==> src/rtl/atmf_pkg.sv <==
package atmf_pkg;

  localparam int CELL_LEN = 53;
  localparam int HDR_LEN  = 4;
  localparam int HDR_BITS = HDR_LEN * 8;
  localparam int CW_BITS  = HDR_BITS + 8;

  localparam logic [7:0] HEC_POLY  = 8'h07;
  localparam logic [7:0] HEC_COSET = 8'h55;

  typedef struct packed {
    logic descr;
    logic count_user;
    logic drop_idle;
    logic drop_bad;
    logic no_coset;
    logic correct;
  } cell_cfg_t;

  typedef struct packed {
    logic       used;
    logic       first;
    logic [7:0] data;
  } slot_t;

  // CRC-8 remainder of the header word, first byte in the top bits, MSB first.
  function automatic logic [7:0] crc8_word(input logic [HDR_BITS-1:0] w);
    logic [7:0] r;
    logic       fb;
    r = '0;
    for (int i = HDR_BITS - 1; i >= 0; i--) begin
      fb = r[7] ^ w[i];
      r  = {r[6:0], 1'b0} ^ (fb ? HEC_POLY : 8'h00);
    end
    return r;
  endfunction

  // Idle and unassigned cells share all-zero header bits apart from the last bit.
  function automatic logic is_filler(input logic [HDR_BITS-1:0] h);
    return h[HDR_BITS-1:1] == '0;
  endfunction

endpackage

==> src/rtl/atmf_hec_eval.sv <==
module atmf_hec_eval
  import atmf_pkg::*;
(
  input  logic [HDR_BITS-1:0] hdr_in,
  input  logic [7:0]          hec_in,
  input  logic                no_coset,
  input  logic                correct_en,
  output logic [HDR_BITS-1:0] hdr_out,
  output logic [7:0]          hec_out,
  output logic                hdr_ok,
  output logic                hdr_fixed
);

  logic [7:0]         syn;
  logic [CW_BITS-1:0] hit;
  logic [CW_BITS-1:0] flip;
  logic               syn_zero;
  logic               syn_single;

  assign syn = crc8_word(hdr_in) ^ (no_coset ? 8'h00 : HEC_COSET) ^ hec_in;

  generate
    for (genvar i = 0; i < HDR_BITS; i++) begin : g_hdr_pat
      localparam logic [7:0] PAT = crc8_word(HDR_BITS'(1) << i);
      assign hit[i+8] = (syn == PAT);
    end
    for (genvar j = 0; j < 8; j++) begin : g_hec_pat
      assign hit[j] = (syn == (8'h01 << j));
    end
  endgenerate

  assign syn_zero   = (syn == 8'h00);
  assign syn_single = |hit;
  assign hdr_fixed  = !syn_zero && correct_en && syn_single;
  assign flip       = hdr_fixed ? hit : '0;
  assign {hdr_out, hec_out} = {hdr_in, hec_in} ^ flip;
  assign hdr_ok     = syn_zero || hdr_fixed;

  // single-bit syndromes are distinct, so at most one position matches
  always_comb begin
    assert_single_match_R4: assert ($onehot0(hit))
      else $error("more than one single-bit syndrome matched");
  end

endmodule

==> src/rtl/atmf_descrambler.sv <==
module atmf_descrambler #(
  parameter int TAP = 43
) (
  input  logic       clk,
  input  logic       rst_n,
  input  logic       step,
  input  logic       enable,
  input  logic [7:0] din,
  output logic [7:0] dout
);

  logic [TAP-1:0] hist_q;
  logic [TAP-1:0] hist_d;
  logic [7:0]     plain;

  always_comb begin
    hist_d = hist_q;
    plain  = '0;
    for (int b = 7; b >= 0; b--) begin
      plain[b] = din[b] ^ hist_d[TAP-1];
      hist_d   = {hist_d[TAP-2:0], din[b]};
    end
  end

  assign dout = enable ? plain : din;

  always_ff @(posedge clk) begin
    if (!rst_n) hist_q <= '0;
    else if (step) hist_q <= hist_d;
  end

  // history holds the received (scrambled) bits, newest byte at the bottom
  assert_history_R8: assert property (@(posedge clk) disable iff (!rst_n)
    step |=> hist_q[7:0] == $past(din))
    else $error("descrambler history does not hold the last payload byte");

endmodule

==> src/rtl/atmf_cell_counter.sv <==
module atmf_cell_counter #(
  parameter int CNT_W = 16
) (
  input  logic             clk,
  input  logic             rst_n,
  input  logic             bump,
  output logic [CNT_W-1:0] count
);

  always_ff @(posedge clk) begin
    if (!rst_n) count <= '0;
    else if (bump) count <= count + 1'b1;
  end

  // the counter only ever moves forward by one
  assert_count_step_R7: assert property (@(posedge clk) disable iff (!rst_n)
    count != $past(count) |-> count == $past(count) + 1'b1)
    else $error("cell counter jumped");

endmodule

==> src/rtl/atm_rx_hdr_filter.sv <==
module atm_rx_hdr_filter
  import atmf_pkg::*;
#(
  parameter int CNT_W   = 16,
  parameter int SCR_TAP = 43
) (
  input  logic             clk,
  input  logic             rst_n,
  input  logic             in_valid,
  input  logic             in_soc,
  input  logic [7:0]       in_byte,
  input  logic             cfg_descramble,
  input  logic             cfg_count_user,
  input  logic             cfg_drop_idle,
  input  logic             cfg_drop_bad_hec,
  input  logic             cfg_no_coset,
  input  logic             cfg_correct,
  output logic             out_valid,
  output logic             out_soc,
  output logic [7:0]       out_byte,
  output logic [CNT_W-1:0] cell_count
);

  localparam int LINE_LEN = HDR_LEN + 1;
  localparam int LAST     = LINE_LEN - 1;
  localparam int IDX_W    = $clog2(CELL_LEN + 1);
  localparam logic [IDX_W-1:0] IDX_OUT = IDX_W'(CELL_LEN);
  localparam logic [IDX_W-1:0] IDX_HEC = IDX_W'(HDR_LEN);

  // ---------------- cell position and settings ----------------
  cell_cfg_t        cfg_in, cfg_q;
  logic [IDX_W-1:0] idx_q, cur_idx;
  logic             in_cell, at_hec, at_pay, take_hec, take_pay;

  assign cfg_in = '{descr:      cfg_descramble,
                    count_user: cfg_count_user,
                    drop_idle:  cfg_drop_idle,
                    drop_bad:   cfg_drop_bad_hec,
                    no_coset:   cfg_no_coset,
                    correct:    cfg_correct};

  assign cur_idx  = in_soc ? '0 : idx_q;
  assign in_cell  = cur_idx < IDX_OUT;
  assign at_hec   = cur_idx == IDX_HEC;
  assign at_pay   = in_cell && (cur_idx > IDX_HEC);
  assign take_hec = in_valid && at_hec;
  assign take_pay = in_valid && at_pay;

  always_ff @(posedge clk) begin
    if (!rst_n) begin
      idx_q <= IDX_OUT;
      cfg_q <= '0;
    end else if (in_valid) begin
      idx_q <= in_cell ? cur_idx + 1'b1 : IDX_OUT;
      if (in_soc) cfg_q <= cfg_in;
    end
  end

  // ---------------- payload descrambling on entry ----------------
  logic [7:0] pay_plain;

  atmf_descrambler #(.TAP(SCR_TAP)) u_descr (
    .clk    (clk),
    .rst_n  (rst_n),
    .step   (take_pay),
    .enable (cfg_q.descr),
    .din    (in_byte),
    .dout   (pay_plain)
  );

  // ---------------- five-byte delay line ----------------
  slot_t line_q [LINE_LEN];
  slot_t line_d [LINE_LEN];
  slot_t fresh;

  logic [HDR_BITS-1:0] hdr_win, hdr_fix;
  logic [7:0]          hec_fix;
  logic                hdr_ok, hdr_fixed, filler;

  always_comb begin
    for (int k = 0; k < HDR_LEN; k++) hdr_win[8*k +: 8] = line_q[k].data;
  end

  atmf_hec_eval u_hec (
    .hdr_in     (hdr_win),
    .hec_in     (in_byte),
    .no_coset   (cfg_q.no_coset),
    .correct_en (cfg_q.correct),
    .hdr_out    (hdr_fix),
    .hec_out    (hec_fix),
    .hdr_ok     (hdr_ok),
    .hdr_fixed  (hdr_fixed)
  );

  assign filler = is_filler(hdr_fix);
  assign fresh  = '{used: in_cell, first: in_soc, data: (at_pay ? pay_plain : in_byte)};

  // On the check beat the (possibly repaired) header is written back into the line.
  always_comb begin
    if (at_hec) begin
      for (int k = 1; k < LINE_LEN; k++)
        line_d[k] = '{used: line_q[k-1].used, first: line_q[k-1].first,
                      data: hdr_fix[8*(k-1) +: 8]};
      line_d[0] = '{used: 1'b1, first: 1'b0, data: hec_fix};
    end else begin
      for (int k = 1; k < LINE_LEN; k++) line_d[k] = line_q[k-1];
      line_d[0] = fresh;
    end
  end

  // ---------------- per-cell decision ----------------
  logic keep_new, keep_q, count_hit;

  assign keep_new  = hdr_ok ? !(filler && cfg_q.drop_idle) : !cfg_q.drop_bad;
  assign count_hit = take_hec && hdr_ok && (cfg_q.count_user ? !filler : filler);

  always_ff @(posedge clk) begin
    if (!rst_n) begin
      for (int k = 0; k < LINE_LEN; k++) line_q[k] <= '0;
      keep_q    <= 1'b0;
      out_valid <= 1'b0;
      out_soc   <= 1'b0;
      out_byte  <= '0;
    end else if (in_valid) begin
      for (int k = 0; k < LINE_LEN; k++) line_q[k] <= line_d[k];
      if (at_hec) keep_q <= keep_new;
      out_valid <= line_q[LAST].used && keep_q;
      out_soc   <= line_q[LAST].used && line_q[LAST].first && keep_q;
      out_byte  <= line_q[LAST].data;
    end else begin
      out_valid <= 1'b0;
      out_soc   <= 1'b0;
    end
  end

  atmf_cell_counter #(.CNT_W(CNT_W)) u_count (
    .clk   (clk),
    .rst_n (rst_n),
    .bump  (count_hit),
    .count (cell_count)
  );

  // ---------------- assertion support ----------------
  logic                hdr_seen_q;
  logic [IDX_W-1:0]    ob_cnt_q;
  logic [HDR_BITS-1:0] line_hdr;

  always_comb begin
    for (int k = 0; k < HDR_LEN; k++) line_hdr[8*k +: 8] = line_q[k+1].data;
  end

  always_ff @(posedge clk) begin
    if (!rst_n) begin
      hdr_seen_q <= 1'b0;
      ob_cnt_q   <= '0;
    end else begin
      if (in_valid) hdr_seen_q <= take_hec && hdr_ok;
      if (out_valid) ob_cnt_q <= out_soc ? IDX_W'(1) : ob_cnt_q + 1'b1;
    end
  end

  // a header accepted as good or repaired sits in the line with a matching check byte
  assert_fixed_consistent_R4: assert property (@(posedge clk) disable iff (!rst_n)
    hdr_seen_q |-> (crc8_word(line_hdr) ^ (cfg_q.no_coset ? 8'h00 : HEC_COSET)) == line_q[0].data)
    else $error("accepted header does not match its check byte");

  // start strobe only together with a valid byte
  assert_soc_with_valid_R1: assert property (@(posedge clk) disable iff (!rst_n)
    out_soc |-> out_valid)
    else $error("out_soc without out_valid");

  // a cell never runs past 53 emitted bytes
  assert_cell_len_R1: assert property (@(posedge clk) disable iff (!rst_n)
    (out_valid && !out_soc) |-> (ob_cnt_q < IDX_OUT))
    else $error("emitted cell longer than 53 bytes");

endmodule

==> config.mk <==
export PLATFORM = sky130hd
export DESIGN_NAME = atm_rx_hdr_filter
export DESIGN_NICKNAME = d
export VERILOG_FILES = /design/src/rtl/atmf_pkg.sv /design/src/rtl/atmf_hec_eval.sv /design/src/rtl/atmf_descrambler.sv /design/src/rtl/atmf_cell_counter.sv /design/src/rtl/atm_rx_hdr_filter.sv
export SDC_FILE = /design/constraint.sdc
export NUM_CORES = 1
export LEC_CHECK = 0
export ABC_AREA = 1
export BUFFER_PORTS_ARGS = -buffer_cell sky130_fd_sc_hd__clkbuf_2
export CORE_AREA = 2 2 151 153
export DETAILED_ROUTE_END_ITERATION = 16
export DIE_AREA = 0 0 153 155
export SYNTH_ARGS = -nofsm -noshare
export SYNTH_HDL_FRONTEND = slang
export SYNTH_SLANG_ARGS = --single-unit
==> constraint.sdc <==
create_clock -name clk -period 3.92 [get_ports clk]
set_input_delay 0.392 -clock clk [delete_from_list [all_inputs] [get_ports clk]]
set_output_delay 0.392 -clock clk [all_outputs]
set_load 0.02 [all_outputs]
==> flow_summary.ini <==
[power]
pwr-share-comb = 0.677
switchingPower_uw = 4710
leakagePower_uw = 0.00629
seqPwrFrac = 0.153
switching_share = 0.466
irDropWorstVdd_uv = 496
cellPowerDensity_nw_per_um2 = 737
clockPowerShare = 0.170
p_int_uw = 5390

[worst_setup_path]
critPathLaunchType = flip-flop
startpoint = line_q[0][35]
cpMostUsedCell = nand2_4
path_max_fanout = 8
crit_buf_inv = 6
slowest_stage = edfxtp_1
timing.rr.start = line_q[0][35]
setup.worst_path.class = flip-flop to flip-flop
cp.arrival_ps = 5400
end_kind = flip-flop
worstPathRequired_ps = 4210
slowest_delay_ps = 460
crit_family = simple AND/OR/NAND/NOR gates

[route]
num_vias = 9888
firstDrtPassIters = 5
final_antenna_net_count = 0
post_drt_wl_per_cell_um = 16.4
drt_wl_total_um = 30900
vias_per_cell = 5.23
drcViolationCount = 0
first_iter_violations = 633

[synth]
ys.flop_type = dfxtp_1
synth_top_family_by_area = simple AND/OR/NAND/NOR gates
synth_edf_count = 50
synth-seq-cells = 132
netlist.area_leader.share = 0.190
synth_fa_ha_area_frac = 0.00578
synth_area_leaders = dfxtp_1 (19%), edfxtp_1 (17%), nand2_1 (16%), nand3_1 (11%), inv_1 (8.2%)
synth_simple_gate_area_frac = 0.377
synth.area.mux_share = 0
synth-async-reset-ratio = 0
ys_warn_count = 0
netlist_instances = 1322
syn_area_um2 = 8660
yosysSeqAreaShare = 0.363
synth.largest_area_cell = dfxtp_1
synth-compound-area-share = 0.112
synth.net_count = 1344
syn_area_per_cell_um2 = 6.55
synthXorXnorAreaFrac = 0.0302
synth_cell_types = 39

[timing]
setup_viol = 56
finalCritPeriodShare = 1.30
post-route-min-period_ps = 5110
tns_ps = -38740
finalMaxSlewViolations = 0
clock.fmax_mhz = 196
rsz0062_at_grt = yes
skew_ps = 9.87
holdWs_ps = 235
timing.final.ws_setup_ps = -1190
slew_headroom = 0.556
hold_viol_final = 0
worstMarginPinSlew_ps = 666

[floorplanning]
dieArea_um2 = 23700
initial_core_util = 0.390
io_pins = 44
coreArea_um2 = 22200
num_rows = 55
fp.dieH_um = 155
die_w_um = 153

[clocking]
cts_htree_levels = 4
path_clk_slew_ps = 60
cts.sinks = 132
cts_max_path_buffers = 2
clk_latency_ps = 430
numCtsBuffers = 17
cts_root_buffer = clkbuf_16
cts_tree = done

[run]
maxCapViolCount = 0

[placed_design]
numPortBuffers = 43
dpl_cell_area_um2 = 10500
place.gp.congestion = 0.970
dp_hpwl_um = 20300

[layout]
num-nets-final = 1615
final_common_cell = nand2_1
syn_to_final_growth_pct = 58.0
final_area_um2 = 13700
diodes = 0
layout_common_cells = nand2_1 (228), buf_4 (216), inv_1 (155)
drive_above_1_share = 0.422

[global_routing]
grt_antenna_before_repair = 0
grt_overflow = 0
grt_pass1_wl_um = 47400
grt_usage = 0.249
grt_pass1_vias = 9303
grt_max_degree = 53

[min_path]
hold_start = cfg_correct
min_path_type = primary input to flip-flop

[status]
outcome = finished with violations
violations = negative setup slack
==> power groups by stage <==
stage / Sequential [uW] / Clock (uW) / Combinational, uW
3_5_place_dp: 1570 / 0 / 3360
5_1_grt: 1550 / 1780 / 7160
3_3_place_gp: 1570 / 0 / 3340
4_1_cts: 1540 / 1730 / 5450
2_1_floorplan: 1560 / 0 / 2380
6_report: 1540 / 1710 / 6840
==> cells in the mapped netlist, types with 2 or more instances <==
library cell and count:
o211ai_1 17, xnor2_1 9, o21ai_0 46, clkbuf_1 36, nand2_2 16, nand4_1 34
o21ai_1 2, nand3b_1 7, o22ai_1 2, edfxtp_1 50, clkinv_1 2, nand3_1 195
nor3_1 7, nand3_2 5, buf_2 4, ha_1 4, a21oi_1 87, o32ai_1 8
nor2_2 11, buf_6 4, nand2_1 374, a22o_1 8, dfxtp_1 82, xor2_1 19
nor2_1 82, inv_2 8, buf_4 3, inv_1 189
==> worst paths after layout <==
check / endpoint / slack (ps) / cells after the start
worst max-delay path: u_count.count[11] / -1190 / 44
worst max register to register: u_count.count[11] / -1190 / 44
worst min register to register: u_descr.hist_q[33] / 460 / 2
worst min-delay path: cfg_q[0] / 240 / 3
==> area by class of cell <==
| cell class | count | area (um^2) |
|---|---|---|
| multi-input combinational | 944 | 6380 |
| fill | 1933 | 8540 |
| sequential | 132 | 3140 |
| clock inverter | 14 | 184 |
| inverter | 199 | 777 |
| tap | 285 | 357 |
| timing repair buffer | 299 | 2410 |
| clock buffer | 18 | 429 |
==> worst min-delay path: cells and delay by family <==
family | cells | cell delay [ps]
AND/OR/NAND/NOR | 1 | 70
AO/OA/AOI/OAI | 1 | 70
buffers and inverters | 1 | 90
==> what timing repair did <==
| action | 4_1_cts | 5_1_grt |
|---|---|---|
| buffers inserted | 61 | 14 |
| endpoints found under the setup margin | 56 | 57 |
| gates resized for setup | 316 | 174 |
| hold buffers | 0 | 0 |
| gates cloned | 1 | 5 |
| pin swaps | 78 | 92 |
==> sequential cells by signal (all words and copies together) (netlist names) <==
name	count
line_q	50
u_descr.hist_q	43
out_valid	1
u_count.count	16
idx_q	6
out_byte	8
keep_q	1
cfg_q	6
out_soc	1
==> cells by family after synthesis <==
kind of cell | Yosys count
compound gates | 172
xor+xnor | 29
fa+ha+maj | 4
buf+inv | 247
flops | 132
simple gates | 738
==> per-stage QoR <==
stage	std cells	utilization	setup slack (ps)	total power [uW]
5_1_grt	1891	0.616	-1520	10500
3_3_place_gp	1783	0.473	-1240	4910
4_1_cts	1876	0.576	-975	8730
2_1_floorplan	1322	-	-160	3940
6_report	1891	0.616	-1190	10100
3_5_place_dp	1783	0.473	-1320	4930
==> routing by layer <==
metal,GRT usage,up-vias,wire length (um)
met3,0.0373,71,1390
met1,0.320,4659,13300
met2,0.423,271,15300
li1,-,4887,-
met5,0,-,0
met4,0.0948,0,928
(Power assumes the default switching activity.)
